`src/rtl/mod_dot_pkg.sv`:
```
// Package: constants shared by the modulo 2^N+1 dot-product datapath.
// Assumes N >= 2 and P*N >= 2 so that the carry-save array has at least one stage.
package mod_dot_pkg;

    // Residue that the constant row plus the final-adder carry-in must supply.
    // Each pair's rows carry a bias of 2^N-1-N and each 3:2 stage adds +1.
    function automatic int unsigned needed_bias(input int unsigned n, input int unsigned p);
        int unsigned modv;
        int unsigned offs;
        modv = (32'd1 << n) + 32'd1;
        offs = p * ((32'd1 << n) - 32'd1 - n) + (p * n - 32'd1);
        return (modv - (offs % modv)) % modv;
    endfunction

    // Value of the constant row (limited to N bits).
    function automatic int unsigned corr_row(input int unsigned n, input int unsigned p);
        int unsigned need;
        need = needed_bias(n, p);
        return (need == (32'd1 << n)) ? need - 32'd1 : need;
    endfunction

    // Carry-in to the final adder when the bias does not fit N bits.
    function automatic int unsigned corr_cin(input int unsigned n, input int unsigned p);
        return (needed_bias(n, p) == (32'd1 << n)) ? 32'd1 : 32'd0;
    endfunction

endpackage

```
`src/rtl/mod_pp_rows.sv`:
```
// Module: builds the N partial-product rows of one element pair modulo 2^N+1.
// Row j is operand a shifted left by j. Bits pushed past weight 2^N wrap into
// the low positions inverted, which gives each row a known bias of 2^j-1.
// An operand equal to 2^N (= -1) is handled by rewriting rows 0 and 1 so that
// the pair keeps the same total bias. Assumes each operand is at most 2^N.
module mod_pp_rows #(
    parameter int N = 4
) (
    input  logic [N:0]           a_op,
    input  logic [N:0]           b_op,
    output logic [N-1:0][N-1:0]  rows
);
    logic [N-1:0]          a_lo;
    logic [N-1:0]          b_lo;
    logic                  neg_one;   // exactly one operand is 2^N
    logic                  both_top;  // both operands are 2^N
    logic [N-1:0]          other_op;  // the operand that is not 2^N
    logic [N-1:0][N-1:0]   base;

    assign a_lo     = a_op[N-1:0];
    assign b_lo     = b_op[N-1:0];
    assign neg_one  = a_op[N] ^ b_op[N];
    assign both_top = a_op[N] & b_op[N];
    assign other_op = a_op[N] ? b_lo : a_lo;

    // Rotated AND rows, with inverted (NAND) bits in the wrapped positions.
    for (genvar j = 0; j < N; j++) begin : g_row
        for (genvar k = 0; k < N; k++) begin : g_bit
            if (k >= j) begin : g_straight
                assign base[j][k] = a_lo[k-j] & b_lo[j];
            end else begin : g_wrapped
                assign base[j][k] = ~(a_lo[k-j+N] & b_lo[j]);
            end
        end
    end

    // Row 0 takes ~x (= -x-2) for a -1 operand, or 1 for (-1)*(-1).
    assign rows[0] = base[0] | ({N{neg_one}} & ~other_op) | N'(both_top);
    // Row 1 gains +2 in the -1 case to restore the pair bias.
    assign rows[1] = base[1] | (N'(neg_one) << 1);
    for (genvar j = 2; j < N; j++) begin : g_pass
        assign rows[j] = base[j];
    end

endmodule

```
`src/rtl/mod_csa_ieac.sv`:
```
// Module: one 3:2 carry-save stage modulo 2^N+1 with an inverted end-around carry.
// The carry out of bit N-1 is inverted and placed at bit 0 of the carry vector.
// So s + c is congruent to x + y + z + 1 modulo 2^N+1.
module mod_csa_ieac #(
    parameter int N = 4
) (
    input  logic [N-1:0] x,
    input  logic [N-1:0] y,
    input  logic [N-1:0] z,
    output logic [N-1:0] s,
    output logic [N-1:0] c
);
    logic [N-1:0] maj;

    // Bitwise full-adder sum and majority.
    assign s   = x ^ y ^ z;
    assign maj = (x & y) | (x & z) | (y & z);
    // Shift the carries up one place and bring the top carry back inverted.
    assign c   = {maj[N-2:0], ~maj[N-1]};

endmodule

```
`src/rtl/mod_final_add.sv`:
```
// Module: adds two N-bit vectors plus a carry-in and reduces the sum modulo 2^N+1.
// The sum is below 2*(2^N+1), so one conditional subtraction is enough.
module mod_final_add #(
    parameter int N = 4
) (
    input  logic [N-1:0] x,
    input  logic [N-1:0] y,
    input  logic         cin,
    output logic [N:0]   r
);
    localparam logic [N:0] MODV = (N+1)'((1 << N) + 1);

    logic [N:0] tot;
    logic [N:0] diff;

    // Plain sum, then select the sum or the sum minus the modulus.
    assign tot  = {1'b0, x} + {1'b0, y} + {{N{1'b0}}, cin};
    assign diff = tot - MODV;
    assign r    = (tot >= MODV) ? diff : tot;

endmodule

```
`src/rtl/mod_dot_unit.sv`:
```
// Module: fused modulo 2^N+1 dot product of two P-element vectors.
// All partial-product rows and one constant bias row pass through a single
// inverted end-around-carry carry-save array, followed by one modulo adder
// and one output register. Assumes every operand is in 0..2^N.
module mod_dot_unit
    import mod_dot_pkg::*;
#(
    parameter int N = 4,
    parameter int P = 4
) (
    input  logic             clk,
    input  logic             rst_n,
    input  logic             in_valid,
    input  logic [P*(N+1)-1:0] a_vec,
    input  logic [P*(N+1)-1:0] b_vec,
    output logic             out_valid,
    output logic [N:0]       result
);
    localparam int          W      = N + 1;
    localparam int          NROWS  = P * N;
    localparam int          NSTAGE = NROWS - 1;
    localparam logic [N-1:0] CORR  = N'(corr_row(N, P));
    localparam logic        CIN    = 1'(corr_cin(N, P));
    localparam logic [N:0]  MAXV   = W'(1 << N);

    logic [N-1:0] all_rows [NROWS+1];
    logic [N-1:0] acc_s    [NSTAGE+1];
    logic [N-1:0] acc_c    [NSTAGE+1];
    logic [N:0]   dot_res;

    // Constant bias row occupies slot 0 of the array input.
    assign all_rows[0] = CORR;

    // Partial-product rows for every element pair.
    for (genvar i = 0; i < P; i++) begin : g_pair
        logic [N-1:0][N-1:0] pp;
        mod_pp_rows #(.N(N)) u_rows (
            .a_op (a_vec[i*W +: W]),
            .b_op (b_vec[i*W +: W]),
            .rows (pp)
        );
        for (genvar j = 0; j < N; j++) begin : g_link
            assign all_rows[1 + i*N + j] = pp[j];
        end
    end

    // Carry-save array: each stage folds in one further row.
    assign acc_s[0] = all_rows[0];
    assign acc_c[0] = all_rows[1];
    for (genvar t = 0; t < NSTAGE; t++) begin : g_stage
        mod_csa_ieac #(.N(N)) u_csa (
            .x (acc_s[t]),
            .y (acc_c[t]),
            .z (all_rows[t+2]),
            .s (acc_s[t+1]),
            .c (acc_c[t+1])
        );
    end

    mod_final_add #(.N(N)) u_final (
        .x   (acc_s[NSTAGE]),
        .y   (acc_c[NSTAGE]),
        .cin (CIN),
        .r   (dot_res)
    );

    // Output register: loads on a valid strobe, holds otherwise, clears on reset.
    always_ff @(posedge clk) begin
        if (!rst_n) begin
            result    <= '0;
            out_valid <= 1'b0;
        end else begin
            out_valid <= in_valid;
            if (in_valid) begin
                result <= dot_res;
            end
        end
    end

    // valid follows the strobe by one clock.
    a_r2_valid_follows: assert property (@(posedge clk) disable iff (!rst_n)
        in_valid |=> out_valid);
    a_r2_valid_drops: assert property (@(posedge clk) disable iff (!rst_n)
        !in_valid |=> !out_valid);

    // the registered residue never exceeds 2^N.
    a_r3_in_range: assert property (@(posedge clk) disable iff (!rst_n)
        out_valid |-> (result <= MAXV));

    // no strobe, no change of the output value.
    a_r6_hold: assert property (@(posedge clk) disable iff (!rst_n)
        !in_valid |=> $stable(result));

    // reset clears the output register on the next edge.
    a_r7_reset_clear: assert property (@(posedge clk)
        !rst_n |=> (!out_valid && result == '0));

    // sampled operands stay inside the 0..2^N contract.
    for (genvar i = 0; i < P; i++) begin : g_range
        a_r4_operand_range: assert property (@(posedge clk) disable iff (!rst_n)
            in_valid |-> (a_vec[i*W +: W] <= MAXV && b_vec[i*W +: W] <= MAXV));
    end

endmodule

```
`config.mk`:
```
export PLATFORM = sky130hd
export DESIGN_NAME = mod_dot_unit
export DESIGN_NICKNAME = d
export VERILOG_FILES = /design/src/rtl/mod_dot_pkg.sv /design/src/rtl/mod_pp_rows.sv /design/src/rtl/mod_csa_ieac.sv /design/src/rtl/mod_final_add.sv /design/src/rtl/mod_dot_unit.sv
export SDC_FILE = /design/constraint.sdc
export NUM_CORES = 1
export LEC_CHECK = 0
export BUFFER_PORTS_ARGS = -buffer_cell sky130_fd_sc_hd__buf_2
export CAP_MARGIN = 5
export CORE_UTILIZATION = 40
export DETAILED_ROUTE_END_ITERATION = 8
export PLACE_DENSITY = 0.62
export REMOVE_ABC_BUFFERS = 1
export SLEW_MARGIN = 20
export SYNTH_ARGS = -nofsm -noshare
export SYNTH_HDL_FRONTEND = slang
export SYNTH_SLANG_ARGS = --single-unit
```
`constraint.sdc`:
```
create_clock -name clk -period 18.6 [get_ports clk]
set_input_delay 5.58 -clock clk [delete_from_list [all_inputs] [get_ports clk]]
set_output_delay 5.58 -clock clk [all_outputs]
set_load 0.02 [all_outputs]
```
Word-level counts from Yosys, hierarchy flattened. Index checks and enable logic that the tools add are counted.

Flip-flop bits (word level): 6. Bits of input ports: 43. Output and inout port bits: 6. Word-level logic and storage cells: 244.

Add/subtract/negate cells: 2. Magnitude comparators: 1. Multiplexer cells: 5. Bitwise operators: 234.

Operators by type and width (number): 4-bit bitwise AND (47); 4-bit bitwise OR (34); 4-bit bitwise XOR (29); 1-bit bitwise AND (68); 1-bit inverter (39); 4-bit two-way mux (4); 4-bit inverter (4); 4-bit by 1-bit bitwise OR with 4-bit output (4); 4-bit by 2-bit bitwise OR with 4-bit output (4); 4-bit by 4-bit adder with 5-bit output (1); 5-bit greater-or-equal comparator, second input constant (1); 5-bit two-way mux (1); 5-bit subtractor, second input constant (1); 1-bit bitwise XOR (4); 2-bit inverter (1).

Logic depth before layout (Yosys ltp).
Word-level depth: 67. Gate-level depth with buffers: 39. Mapped depth without buffers: 38.

Modules after synthesis. Synthesis repeated with hierarchy kept, for this count alone.

Cell total of the unflattened synthesis: 268. Area, all modules: 2612.5 um2.

By module, submodules not included: mod_csa_ieac (times used 15, cells each 8, area each 95.1 um2, sequential area each 0.0 um2); mod_pp_rows (times used 4, cells each 22, area each 161.4 um2, sequential area each 0.0 um2); mod_final_add (times used 1, cells each 40, area each 312.8 um2, sequential area each 0.0 um2); mod_dot_unit (times used 1, cells each 20, area each 227.7 um2, sequential area each 120.1 um2).

Worst setup path after synthesis. Ideal clock, no wire load.

Path kind: in2reg. Start point: input a_vec[4]. End point: register result[1]. Setup time: 0.136 ns. Arrival time: 15.143 ns. Slack: 3.321 ns. Stages: 33. Path buffers: 0. Cell sequence: ha_1 nor3b_1 a2111oi_0 ha_1 inv_1 fa_1 inv_1 fa_1 fa_1 inv_1 fa_1 fa_1 inv_1 fa_1 fa_1 inv_1 fa_1 fa_1 inv_1 fa_1 fa_1 fa_1 inv_1 fa_1 inv_1 fa_1 ha_1 fa_1 inv_1 ha_1 or3_1 a2111oi_0 a211oi_1.

Word-level cells in the longest chain between the ends: 56. Elaborated cells on any way between the ends: 130. Those cells by class: 2 x add/sub; 1 x order compare; 2 x mux; 125 x bitwise.

Ends and longest elaborated chain: from (decl) (line mod_dot_unit.sv:14) `input logic [P*(N+1)-1:0] a_vec,`; 4-bit two-way mux (line mod_pp_rows.sv:24) `assign other_op = a_op[N] ? b_lo : a_lo;`; 4-bit inverter (line mod_pp_rows.sv:38) `assign rows[0] = base[0] | ({N{neg_one}} & ~other_op) | N'(both_top);`; 4-bit bitwise AND (line mod_pp_rows.sv:38); 4-bit bitwise OR (line mod_pp_rows.sv:38); 4-bit by 1-bit bitwise OR with 4-bit output (line mod_pp_rows.sv:38); 4-bit bitwise AND, or another cell as far along (line mod_csa_ieac.sv:17) `assign maj = (x & y) | (x & z) | (y & z);`; 4-bit bitwise OR or 4-bit bitwise XOR (tied branches) (line mod_csa_ieac.sv:17, mod_csa_ieac.sv:16); 4-bit bitwise AND or 1-bit inverter (tied branches) (line mod_csa_ieac.sv:17, mod_csa_ieac.sv:19); (+40 left out); 4-bit bitwise OR (line mod_csa_ieac.sv:17); 4-bit bitwise AND, or another cell as far along (line mod_csa_ieac.sv:17); 4-bit bitwise OR or 4-bit bitwise AND (tied branches) (line mod_csa_ieac.sv:17); 4-bit bitwise OR (line mod_csa_ieac.sv:17); 1-bit inverter or 4-bit bitwise OR (tied branches) (line mod_csa_ieac.sv:19, mod_csa_ieac.sv:17); 4-bit by 4-bit adder with 5-bit output (*) (line mod_final_add.sv:17) `assign tot = {1'b0, x} + {1'b0, y} + {{N{1'b0}}, cin};`; 5-bit subtractor or 5-bit greater-or-equal comparator (tied branches) (line mod_final_add.sv:18, mod_final_add.sv:19); 5-bit two-way mux (*) (line mod_final_add.sv:19) `assign r = (tot >= MODV) ? diff : tot;`; to (signal assigned) (line mod_dot_unit.sv:75) `result <= dot_res;`; to (decl) (line mod_dot_unit.sv:17) `output logic [N:0] result`.

Mark *: on every way between the ends. The rest lies on a longest branch, timed or not. A chain may end at the register's enable or synchronous reset.

Final worst setup path. Same ends and word-level chain as after synthesis.

==> flow_summary_export.csv <==
group,metric,value,unit
status,status,"finished, final reports clean",
yosys,synth_xor_xnor_area_share,0.352,%
setup_path,crit_type,"primary input to register",
clock_network,clkSinkCount,6,
die,die_y,80.8,um
global_routing,grt_usage,17.7,%
routing,wirelength,5190,um
yosys,synth_cell_types,38,
hold_path,hold_path.class,"register to register",
setup_path,crit_buf_inv,10,
die,io_pins,49,
die,die_x,80.8,um
layout,mostFrequentLayoutCells,"fa_1, inv_1, buf_2",
sta,rsz0062_at_grt,"false",
clock_network,hold_buffers,0,
placed_design,hpwl,4650,um
routing,vias_per_cell,5.03,
sta,finalClockSkew,0,ns
clock_network,cts_resized,0,
clock_network,clk_latency,0.23,ns
global_routing,grt_antenna_before_repair,0,
global_routing,grt_pass1_wl,8850,um
yosys,synth_cells,263,
global_routing,grt_pass1_vias,1963,
die,dieArea,6530,um^2
sta,final.setup.tns,0,ns
routing,num_vias,1925,
placed_design,io_buffers,48,
clock_network,cts_setup_buffers,0,
layout,syn_to_final_growth,14.2,%
layout,final_cells,383,
clock_network,clkTransAtPathRegs,0.04,ns
clock_network,cts-htree-levels,1,
die,start_util,41.7,%
yosys,synth_top_family_by_area,"adder cells",
yosys,synth_seq_cells,6,
yosys,synth_compound_area_share,11.4,%
setup_path,crit_slowest_cell,"fa_1",
sta,slew_viol_final,0,
clock_network,cts_buffers,3,
global_routing,grt_max_degree,13,
yosys,synthSimpleGateAreaFrac,16.4,%
setup_path,cp_max_fo,6,
yosys,avgSynthCellArea,9.45,um^2
die,rows,28,
placed_design,gp_congestion,0.837,
layout,fin_nets,424,
yosys,synth_adder_area_share,53.0,%
setup_path,critPathMaxStageDelay,0.57,ns
global_routing,grt-ovfl-total,0,
layout,drive_above_1_share,18.5,%
clock_network,cts.root.buffer_cell,"clkbuf_8",
yosys,seq_area_frac_synth,4.83,%
sta,setup_viol,0,
layout,antenna_cells,0,
sta,period_share,83.8,%
sta,worst_pin_slew,0.612,ns
setup_path,start_kind,"primary input",
yosys,synthMuxAreaShare,5.64,%
routing,drt_iter0_markers,64,
setup_path,crit_top_cell,"fa_1",
job,maxCapViolCount,0,
setup_path,arrival,15.68,ns
routing,drtAntennaViolNets,0,
setup_path,cpLargestDelayFamily,"adder cells",
setup_path,end_kind,"register",
placed_design,dp.cells,380,
routing,firstDrtPassIters,6,
sta,finalHoldViolations,0,
yosys,syn_area,2480,um^2
routing,drcViolationCount,0,
layout,final_common_cell,"fa_1",
sta,relSlewSlack,58.7,%
setup_path,cp.required,18.70,ns
layout,n_fill_cell,607,
clock_network,cts_tree,"yes",
die,coreArea,5960,um^2
sta,finalCriticalPeriod,15.58,ns
clock_network,cts_buffer_depth,2,
yosys,yosys_warnings,0,
routing,wl_per_cell,13.6,um
sta,fmax,0.0642,GHz
-- layout make-up --
type | instances | area, um^2 | area share [%]
timing repair buffer | 48 | 240 | 8.47
tap | 75 | 93.8 | 3.31
clock buffer | 3 | 41.3 | 1.46
inverter | 50 | 188 | 6.61
sequential | 6 | 120 | 4.23
multi-input combinational | 201 | 2150 | 75.9
-- synth_stat cells --
| cell type | count | area (um^2) |
|---|---|---|
| o21ai_0 | 5 | 25.0 |
| a221o_1 | 1 | 10.0 |
| nand2_1 | 29 | 109 |
| or3_4 | 1 | 11.3 |
| o22ai_1 | 1 | 6.26 |
| dfxtp_1 | 6 | 120 |
| o21bai_1 | 1 | 7.51 |
| nor3_1 | 2 | 10.0 |
| and2_1 | 21 | 131 |
| fa_1 | 57 | 1140 |
| clkbuf_1 | 6 | 22.5 |
| and2_2 | 1 | 7.51 |
| a2111oi_0 | 2 | 17.5 |
| o211ai_1 | 2 | 15.0 |
| a22oi_1 | 10 | 75.1 |
| a41oi_1 | 1 | 8.76 |
| nor2_1 | 5 | 18.8 |
| a21o_1 | 1 | 7.51 |
| or4_1 | 1 | 7.51 |
| and3_4 | 1 | 11.3 |
| xnor2_1 | 1 | 8.76 |
| inv_1 | 50 | 188 |
| ha_1 | 14 | 175 |
| a21oi_1 | 6 | 30.0 |
| nand3b_1 | 4 | 30.0 |
| mux2i_1 | 14 | 140 |
| a22o_1 | 2 | 17.5 |
| nor3b_1 | 1 | 7.51 |
| a21o_2 | 2 | 17.5 |
| o21ba_2 | 1 | 10.0 |
| a2111o_1 | 1 | 11.3 |
| or3_1 | 1 | 6.26 |
| o31ai_1 | 1 | 7.51 |
| and3b_1 | 2 | 17.5 |
| nor2b_1 | 3 | 18.8 |
| a211oi_1 | 1 | 7.51 |
| nand3_1 | 4 | 20.0 |
| o2111ai_1 | 1 | 8.76 |
-- path summary, 6_finish.rpt --
path	from	endpoint	slack (ns)	cells after the start
worst max-delay path	a_vec[4]	result[1]	3.02	34
worst min-delay path	result[4]	result[4]	0.48	2
worst max register to register	result[0]	result[0]	17.73	3
worst min register to register	result[4]	result[4]	0.48	2
-- per-layer routing --
metal / track usage (%) / routed length [um] / vias up
met5: 0 / 0 / -
met4: 2.68 / 32 / 0
met3: 2.02 / 160 / 4
met2: 33.4 / 2730 / 42
met1: 22.0 / 2270 / 938
li1: - / - / 941
-- through the flow --
stage               setup slack [ns]  hold WS [ns]  util (%)  area, um^2
floorplan                       3.33         0.560         -        2460
global placement                2.85         0.469      47.0        2800
detailed placement              2.72         0.482      47.0        2800
CTS                             2.95         0.495      47.6        2840
global route                    2.44         0.527      47.6        2840
finish                          3.02         0.484      47.6        2840
-- worst min-delay path, cell delays in order (launching register included) --
cell and delay [ns]:
dfxtp_1 0.32, nand3b_1 0.07, o21ai_0 0.06
-- cells by family (layout without fill, tap and decap cells) --
family	after synthesis	after routing
simple gates	76	76
mux	14	14
buf+inv	56	101
xor+xnor	1	1
flops	6	6
fa+ha+maj	71	71
compound gates	39	39
-- registers in the layout, indices dropped and copies added, names as in the netlist --
register   flops
out_valid      1
result         5
Power is not shown: default switching activity piles up to over one toggle a cycle in this logic, so the estimate is an artifact.
